[config.mk]
export PLATFORM = sky130hd
export DESIGN_NAME = ckrst_ctrl
export DESIGN_NICKNAME = d
export VERILOG_FILES = /design/src/rtl/ckrst_pkg.sv /design/src/rtl/ckrst_regdec.sv /design/src/rtl/ckrst_gate_bank.sv /design/src/rtl/ckrst_clkctl.sv /design/src/rtl/ckrst_lock_timer.sv /design/src/rtl/ckrst_ctrl.sv
export SDC_FILE = /design/constraint.sdc
export NUM_CORES = 1
export LEC_CHECK = 0
export BUFFER_PORTS_ARGS = -buffer_cell sky130_fd_sc_hd__buf_2
export CAP_MARGIN = 15
export CELL_PAD_IN_SITES_DETAIL_PLACEMENT = 1
export CELL_PAD_IN_SITES_GLOBAL_PLACEMENT = 2
export CORE_MARGIN = 2
export CORE_UTILIZATION = 27
export CTS_CLUSTER_SIZE = 30
export DETAILED_ROUTE_END_ITERATION = 10
export GPL_TIMING_DRIVEN = 0
export PLACE_DENSITY = 0.74
export REMOVE_ABC_BUFFERS = 1
export SLEW_MARGIN = 20
export SYNTH_ARGS = -nofsm -noshare
export SYNTH_HDL_FRONTEND = slang
export SYNTH_SLANG_ARGS = --single-unit
export TNS_END_PERCENT = 30
[constraint.sdc]
create_clock -name clk -period 1.49 [get_ports clk]
set_input_delay 0.298 -clock clk [delete_from_list [all_inputs] [get_ports clk]]
set_output_delay 0.298 -clock clk [all_outputs]
set_load 0.02 [all_outputs]
[src/rtl/ckrst_pkg.sv]
`timescale 1ns/1ps
package ckrst_pkg;

  // Register word addresses
  localparam logic [2:0] RA_GATE_SET = 3'd0;
  localparam logic [2:0] RA_GATE_CLR = 3'd1;
  localparam logic [2:0] RA_RESET    = 3'd2;
  localparam logic [2:0] RA_CLKCTL   = 3'd3;
  localparam logic [2:0] RA_STATUS   = 3'd4;

  // Clock control field positions
  localparam int unsigned CC_OSC_BIT = 8;
  localparam int unsigned CC_SEL_LSB = 9;

  typedef struct packed {
    logic gate_set;
    logic gate_clr;
    logic rst_wr;
    logic clk_wr;
  } wr_strobe_t;

endpackage

[src/rtl/ckrst_regdec.sv]
`timescale 1ns/1ps
module ckrst_regdec
  import ckrst_pkg::*;
#(
  parameter int unsigned DATA_W = 16
) (
  input  logic              bus_sel,
  input  logic              bus_wr,
  input  logic [2:0]        bus_addr,
  input  logic [DATA_W-1:0] gate_rd,
  input  logic [DATA_W-1:0] rst_rd,
  input  logic [DATA_W-1:0] clk_rd,
  input  logic [DATA_W-1:0] stat_rd,
  output wr_strobe_t        stb,
  output logic [DATA_W-1:0] rdata
);

  logic wr_access;
  assign wr_access = bus_sel & bus_wr;

  always_comb begin
    stb = '0;
    if (wr_access) begin
      case (bus_addr)
        RA_GATE_SET: stb.gate_set = 1'b1;
        RA_GATE_CLR: stb.gate_clr = 1'b1;
        RA_RESET:    stb.rst_wr   = 1'b1;
        RA_CLKCTL:   stb.clk_wr   = 1'b1;
        default:     stb          = '0;
      endcase
    end
  end

  always_comb begin
    case (bus_addr)
      RA_GATE_SET: rdata = gate_rd;
      RA_RESET:    rdata = rst_rd;
      RA_CLKCTL:   rdata = clk_rd;
      RA_STATUS:   rdata = stat_rd;
      default:     rdata = '0;
    endcase
  end

endmodule

[src/rtl/ckrst_gate_bank.sv]
`timescale 1ns/1ps
module ckrst_gate_bank #(
  parameter int unsigned      N_BLK         = 16,
  parameter logic [N_BLK-1:0] GATE_CAP_MASK = '1,
  parameter logic [N_BLK-1:0] RST_CAP_MASK  = '1,
  parameter logic [N_BLK-1:0] ALWAYS_ON_MASK = '0
) (
  input  logic             clk,
  input  logic             rst_n,
  input  logic             set_stb,
  input  logic             clr_stb,
  input  logic             rst_stb,
  input  logic [N_BLK-1:0] wdata,
  output logic [N_BLK-1:0] gate_en,
  output logic [N_BLK-1:0] blk_rst
);

  for (genvar b = 0; b < N_BLK; b++) begin : g_blk

    if (GATE_CAP_MASK[b]) begin : g_gate
      logic gate_q, gate_d, gate_ce;

      always_comb begin
        gate_ce = (set_stb | clr_stb) & wdata[b];
        gate_d  = set_stb;
      end

      always_ff @(posedge clk or negedge rst_n) begin
        if (!rst_n)       gate_q <= ALWAYS_ON_MASK[b];
        else if (gate_ce) gate_q <= gate_d;
      end

      assign gate_en[b] = gate_q;
    end else begin : g_nogate
      assign gate_en[b] = 1'b1;
    end

    if (RST_CAP_MASK[b]) begin : g_rst
      logic rst_q, rst_d, rst_ce;

      always_comb begin
        rst_ce = rst_stb;
        rst_d  = wdata[b];
      end

      always_ff @(posedge clk or negedge rst_n) begin
        if (!rst_n)      rst_q <= ~ALWAYS_ON_MASK[b];
        else if (rst_ce) rst_q <= rst_d;
      end

      assign blk_rst[b] = rst_q;
    end else begin : g_norst
      assign blk_rst[b] = 1'b0;
    end

  end

endmodule

[src/rtl/ckrst_clkctl.sv]
`timescale 1ns/1ps
module ckrst_clkctl #(
  parameter int unsigned       PERF_W     = 3,
  parameter int unsigned       N_AUD      = 2,
  parameter logic [PERF_W-1:0] PERF_RESET = '0
) (
  input  logic              clk,
  input  logic              rst_n,
  input  logic              wr_stb,
  input  logic [PERF_W-1:0] wr_perf,
  input  logic              wr_osc,
  input  logic [N_AUD-1:0]  wr_sel,
  output logic [PERF_W-1:0] perf_mode,
  output logic [N_AUD-1:0]  aud_sel,
  output logic              osc_en
);

  logic [PERF_W-1:0] perf_q, perf_d;
  logic [N_AUD-1:0]  sel_q, sel_d;
  logic              osc_q, osc_d;

  // A consumer that still selects the oscillator keeps it powered.
  always_comb begin
    perf_d = wr_perf;
    sel_d  = wr_sel;
    osc_d  = wr_osc | (|wr_sel);
  end

  always_ff @(posedge clk or negedge rst_n) begin
    if (!rst_n) begin
      perf_q <= PERF_RESET;
      sel_q  <= '0;
      osc_q  <= 1'b0;
    end else if (wr_stb) begin
      perf_q <= perf_d;
      sel_q  <= sel_d;
      osc_q  <= osc_d;
    end
  end

  assign perf_mode = perf_q;
  assign aud_sel   = sel_q;
  assign osc_en    = osc_q;

endmodule

[src/rtl/ckrst_lock_timer.sv]
`timescale 1ns/1ps
module ckrst_lock_timer #(
  parameter int unsigned LOCK_CYCLES = 8
) (
  input  logic clk,
  input  logic rst_n,
  input  logic restart,
  output logic locked
);

  localparam int unsigned CNT_W = $clog2(LOCK_CYCLES + 1);
  localparam logic [CNT_W-1:0] CNT_LOAD = CNT_W'(LOCK_CYCLES);

  logic [CNT_W-1:0] cnt_q, cnt_d;
  logic             cnt_ce;

  always_comb begin
    cnt_ce = restart | (cnt_q != '0);
    cnt_d  = restart ? CNT_LOAD : cnt_q - 1'b1;
  end

  always_ff @(posedge clk or negedge rst_n) begin
    if (!rst_n)      cnt_q <= CNT_LOAD;
    else if (cnt_ce) cnt_q <= cnt_d;
  end

  assign locked = (cnt_q == '0);

endmodule

[src/rtl/ckrst_ctrl.sv]
`timescale 1ns/1ps
module ckrst_ctrl
  import ckrst_pkg::*;
#(
  parameter int unsigned       N_BLK          = 16,
  parameter int unsigned       DATA_W         = 16,
  parameter int unsigned       PERF_W         = 3,
  parameter int unsigned       N_AUD          = 2,
  parameter int unsigned       LOCK_CYCLES    = 8,
  parameter logic [N_BLK-1:0]  GATE_CAP_MASK  = 16'hFF7F,
  parameter logic [N_BLK-1:0]  RST_CAP_MASK   = 16'hBFFF,
  parameter logic [N_BLK-1:0]  ALWAYS_ON_MASK = 16'h0001,
  parameter logic [PERF_W-1:0] PERF_RESET     = '0
) (
  input  logic              clk,
  input  logic              rst_n,
  input  logic              bus_sel,
  input  logic              bus_wr,
  input  logic [2:0]        bus_addr,
  input  logic [DATA_W-1:0] bus_wdata,
  output logic [DATA_W-1:0] bus_rdata,
  output logic [N_BLK-1:0]  blk_clk_en,
  output logic [N_BLK-1:0]  blk_rst,
  output logic              osc_en,
  output logic [N_AUD-1:0]  aud_osc_sel,
  output logic [PERF_W-1:0] perf_mode
);

  // Reset: asserted asynchronously, released after two clock edges.
  logic rst_meta_q, rst_core_n;

  always_ff @(posedge clk or negedge rst_n) begin
    if (!rst_n) begin
      rst_meta_q <= 1'b0;
      rst_core_n <= 1'b0;
    end else begin
      rst_meta_q <= 1'b1;
      rst_core_n <= rst_meta_q;
    end
  end

  wr_strobe_t        stb;
  logic              pll_locked;
  logic [DATA_W-1:0] gate_rd, rst_rd, clk_rd, stat_rd;

  ckrst_gate_bank #(
    .N_BLK          (N_BLK),
    .GATE_CAP_MASK  (GATE_CAP_MASK),
    .RST_CAP_MASK   (RST_CAP_MASK),
    .ALWAYS_ON_MASK (ALWAYS_ON_MASK)
  ) i_gate_bank (
    .clk     (clk),
    .rst_n   (rst_core_n),
    .set_stb (stb.gate_set),
    .clr_stb (stb.gate_clr),
    .rst_stb (stb.rst_wr),
    .wdata   (bus_wdata[N_BLK-1:0]),
    .gate_en (blk_clk_en),
    .blk_rst (blk_rst)
  );

  ckrst_clkctl #(
    .PERF_W     (PERF_W),
    .N_AUD      (N_AUD),
    .PERF_RESET (PERF_RESET)
  ) i_clkctl (
    .clk       (clk),
    .rst_n     (rst_core_n),
    .wr_stb    (stb.clk_wr),
    .wr_perf   (bus_wdata[PERF_W-1:0]),
    .wr_osc    (bus_wdata[CC_OSC_BIT]),
    .wr_sel    (bus_wdata[CC_SEL_LSB +: N_AUD]),
    .perf_mode (perf_mode),
    .aud_sel   (aud_osc_sel),
    .osc_en    (osc_en)
  );

  ckrst_lock_timer #(
    .LOCK_CYCLES (LOCK_CYCLES)
  ) i_lock_timer (
    .clk     (clk),
    .rst_n   (rst_core_n),
    .restart (stb.clk_wr),
    .locked  (pll_locked)
  );

  always_comb begin
    gate_rd                     = '0;
    gate_rd[N_BLK-1:0]          = blk_clk_en;
    rst_rd                      = '0;
    rst_rd[N_BLK-1:0]           = blk_rst;
    clk_rd                      = '0;
    clk_rd[PERF_W-1:0]          = perf_mode;
    clk_rd[CC_OSC_BIT]          = osc_en;
    clk_rd[CC_SEL_LSB +: N_AUD] = aud_osc_sel;
    stat_rd                     = '0;
    stat_rd[0]                  = pll_locked;
  end

  ckrst_regdec #(
    .DATA_W (DATA_W)
  ) i_regdec (
    .bus_sel  (bus_sel),
    .bus_wr   (bus_wr),
    .bus_addr (bus_addr),
    .gate_rd  (gate_rd),
    .rst_rd   (rst_rd),
    .clk_rd   (clk_rd),
    .stat_rd  (stat_rd),
    .stb      (stb),
    .rdata    (bus_rdata)
  );

endmodule

==> metrics.md <==
| Metric | Value |
|---|---|
| Arr. time, crit path | `between 1 and 1.5 ns` |
| I/O Buffers | `between 70 and 80` |
| Critical-path cell list | `mux2i_1, or2_2, a21oi_1, buf_4` |
| Register area | `roughly 0.0011 mm^2` |
| Setup TNS | `-2.221 ns` |
| Worst-skew pair later-pin latency | `0.29 ns` |
| Starting density of the core | `0.2802` |
| Post-Synthesis Cells | `between 200 and 250` |
| Die Ht | `96.57 um` |
| Overall via count from detail_route | `1651` |
| Initial drt markers | `between 40 and 50` |
| Antenna violations before repair | `0` |
| Share of layout cells above drive strength 1 | `0.5000` |
| # nets final | `~300` |
| CTS Root Cell | `clkbuf_8` |
| Total Wirelength | `roughly 5700 um` |
| CTS max path bufs | `2` |
| Core area | `roughly 0.0083 mm^2` |
| Flop2flop setup slack | `approximately 0.1 ns` |
| RSZ-0062 raised after global routing | `true` |
| Fillers | `approximately 960` |
| P_leak | `approximately 1.4 nW` |
| DR pass1 iterations | `4` |
| Worst r2r path cells | `6` |
| Synth Warn # | `0` |
| Flops & latches, synth | `42` |
| Vias in the first global route | `approximately 1700` |
| DR WL/cell | `approximately 15 um` |
| Remaining antenna violation count | `0` |
| RR Endpoint | `i_lock_timer.cnt_q[1]` |
| Multi-input gate area | `~930 um^2` |
| Fin worst setup slack | `-0.2557 ns` |
| Die X | `just under 100 um` |
| Worst path slowest cell | `dfstp_2` |
| Final Slew Violations | `0` |
| Register clock-pin slew on the reported worst setup and hold paths | `around 0.080 ns` |
| Worst slack, placed | `-0.7529 ns` |
| Area growth syn-to-layout | `21.20%` |
| Mapped Area | `about 0.0023 mm^2` |
| Fin cells | `around 380` |
| Library cells used by synthesis | `29` |
| R2R Path Start | `i_lock_timer.cnt_q[0]` |
| Synth Area per Inst | `between 10 and 15 um^2` |
| Worst path required time | `1.19 ns` |
| N_diodes | `0` |
| Final hold violations | `0` |
| Max cap viols | `0` |
| Final period util | `1.172` |
| Crit-path max FO | `2` |
| Ports | `77` |
| DP Wirelength | `~4000 um` |
| Worst setup SP type | `flop` |
| Num rows | `33` |
| GP Congestion | `around 0.6` |
| H-tree Lvls | `2` |
| Via-per-instance ratio | `4.379` |
| Failing checks | `setup timing` |
| Final min period | `approximately 1.7 ns` |
| Sequential cell area fraction in the yosys report | `0.4630` |
| Die ar. | `around 0.0093 mm^2` |
| Largest net degree at the start of global routing | `29` |
| Grt ovf | `0` |
| TritonCTS buffer count | `5` |
| Status | `complete, but fails checks` |
| Setup CP Type | `reg -> out` |
| Total Routing Usage GR | `0.1266` |
| PD cells | `approximately 1500 mW/mm^2` |
| Clock Skews | `0.009566 ns` |
| Global-route wire length before repair | `slightly below 9000 um` |
| CTS tree | `built` |
| Hold Path Class | `reg -> async` |
| Final setup violation count | `16` |
| CTS sink cnt | `42` |
| Largest stage delay on the critical path | `~0.54 ns` |
| Setup crit end kind | `output pin` |
| DRC | `0` |
| Maximum VDD drop | `approximately 0.00054 V` |
| Placed cell count | `~360` |
| Fmax | `around 570 MHz` |
Yosys cell counts, drive strengths merged:
| master | number | share of area |
|---|---|---|
| a21boi | 1 | 0.0032 |
| a21oi | 6 | 0.013 |
| a22oi | 1 | 0.0032 |
| and2 | 3 | 0.0081 |
| and4b | 1 | 0.0043 |
| and4bb | 1 | 0.0054 |
| buf | 39 | 0.12 |
| clkbuf | 4 | 0.0065 |
| conb | 2 | 0.0032 |
| dfrtp | 26 | 0.28 |
| dfstp | 16 | 0.18 |
| ha | 1 | 0.0054 |
| inv | 18 | 0.029 |
| mux2 | 21 | 0.10 |
| mux2i | 30 | 0.13 |
| nand2 | 23 | 0.037 |
| nand3 | 2 | 0.0043 |
| nand4 | 1 | 0.0027 |
| nor2 | 11 | 0.018 |
| nor2b | 1 | 0.0027 |
| nor3 | 2 | 0.0043 |
| nor3b | 1 | 0.0032 |
| o211ai | 1 | 0.0032 |
| or2 | 7 | 0.019 |
| or3 | 1 | 0.0027 |
| xnor2 | 1 | 0.0038 |
layer usage:
layer	wire [um]	part of all wire	track usage
met4	47	0.0083	0.02817
met5	0	0	0
met3	351	0.062	0.03181
met1	2547	0.45	0.1691
met2	2748	0.48	0.2078
logic make-up after synthesis:
group,synth area share
adder cells (fa/ha/maj),0.005407
flip-flops,0.4629
other,0.003246
XOR/XNOR,0.003787
AND/OR/NAND/NOR,0.1120
AO/OA/AOI/OAI,0.02272
multiplexers,0.2320
buffers and inverters,0.1579
state kept, by name, summed over array words and instances (netlist names):
register                         cells
i_lock_timer.cnt_q                   4
i_gate_bank.g_blk.g_gate.gate_q     15
rst_core_n                           1
i_clkctl.aud_sel                     2
i_gate_bank.g_blk.g_rst.rst_q       15
rst_meta_q                           1
i_clkctl.osc_en                      1
i_clkctl.perf_mode                   3
per-stage QoR:
step | util | power (mW) | hold slack (ns) | cell area (um^2)
finish | 0.3395 | 4.166 | 0.1797 | 2804
global route | 0.3395 | 4.472 | 0.2036 | 2804
CTS | 0.3382 | 4.222 | 0.1953 | 2793
detailed placement | 0.3079 | 3.094 | 0.08379 | 2542
global placement | 0.3053 | 3.026 | 0.08379 | 2521
floorplan | - | 2.588 | 0.002409 | 2019
final cells by class:
class / count / share of cell area
sequential: 42 / 0.3824
multi-input combinational: 119 / 0.3333
timing repair buffer: 85 / 0.1754
tap: 105 / 0.04685
clock buffer: 7 / 0.02722
inverter: 18 / 0.02410
clock inverter: 1 / 0.01071
critical path, delay by kind of cell, from the launching register on:
kind / cells / cell delay [ns]
AOI/OAI and AO/OA: 1 / 0.12
DFF: 1 / 0.54
buffers and inverters: 1 / 0.15
muxes: 1 / 0.06
and+or+nand+nor: 1 / 0.29
cell usage in the layout (no fill, tap or decap), drive strengths merged, types with 2 or more instances in the layout:
| master | n |
|---|---|
| and2 | 3 |
| mux2i | 30 |
| dfstp | 16 |
| nand3 | 2 |
| a21oi | 6 |
| nor3 | 2 |
| inv | 18 |
| mux2 | 21 |
| nor2 | 11 |
| or2 | 7 |
| conb | 3 |
| dfrtp | 26 |
| clkbuf | 7 |
| nand2 | 23 |
| buf | 84 |
where the power goes:
group	total, mW	internal, mW	switching [mW]
Clock	0.891	0.502	0.389
Sequential	1.74	1.51	0.227
Combinational	1.54	0.708	0.830
how the worst max path moves through the flow:
| stage | from | endpoint | cells after the start | slack (ns) |
|---|---|---|---|---|
| 2_1_floorplan | i_lock_timer.cnt_q[0] | bus_rdata[0] | 5 | -0.12 |
| 3_3_place_gp | bus_addr[1] | i_gate_bank.g_blk[0].g_rst.rst_q | 3 | -0.74 |
| 3_5_place_dp | bus_addr[1] | i_gate_bank.g_blk[0].g_rst.rst_q | 3 | -0.75 |
| 4_1_cts | i_lock_timer.cnt_q[1] | bus_rdata[0] | 6 | -0.27 |
| 5_1_grt | i_lock_timer.cnt_q[0] | bus_rdata[0] | 6 | -0.35 |
| 6_report | i_gate_bank.g_blk[1].g_rst.rst_q | bus_rdata[1] | 4 | -0.26 |
repair_timing:
item,CTS,global route
resized for setup,25,2
setup buffers,8,1
endpoints found under the setup margin,40,17
hold buffers,1,0
endpoints found under the hold margin,2,0
pin swaps,4,4
Note: power is estimated with default switching activity, not from simulation.
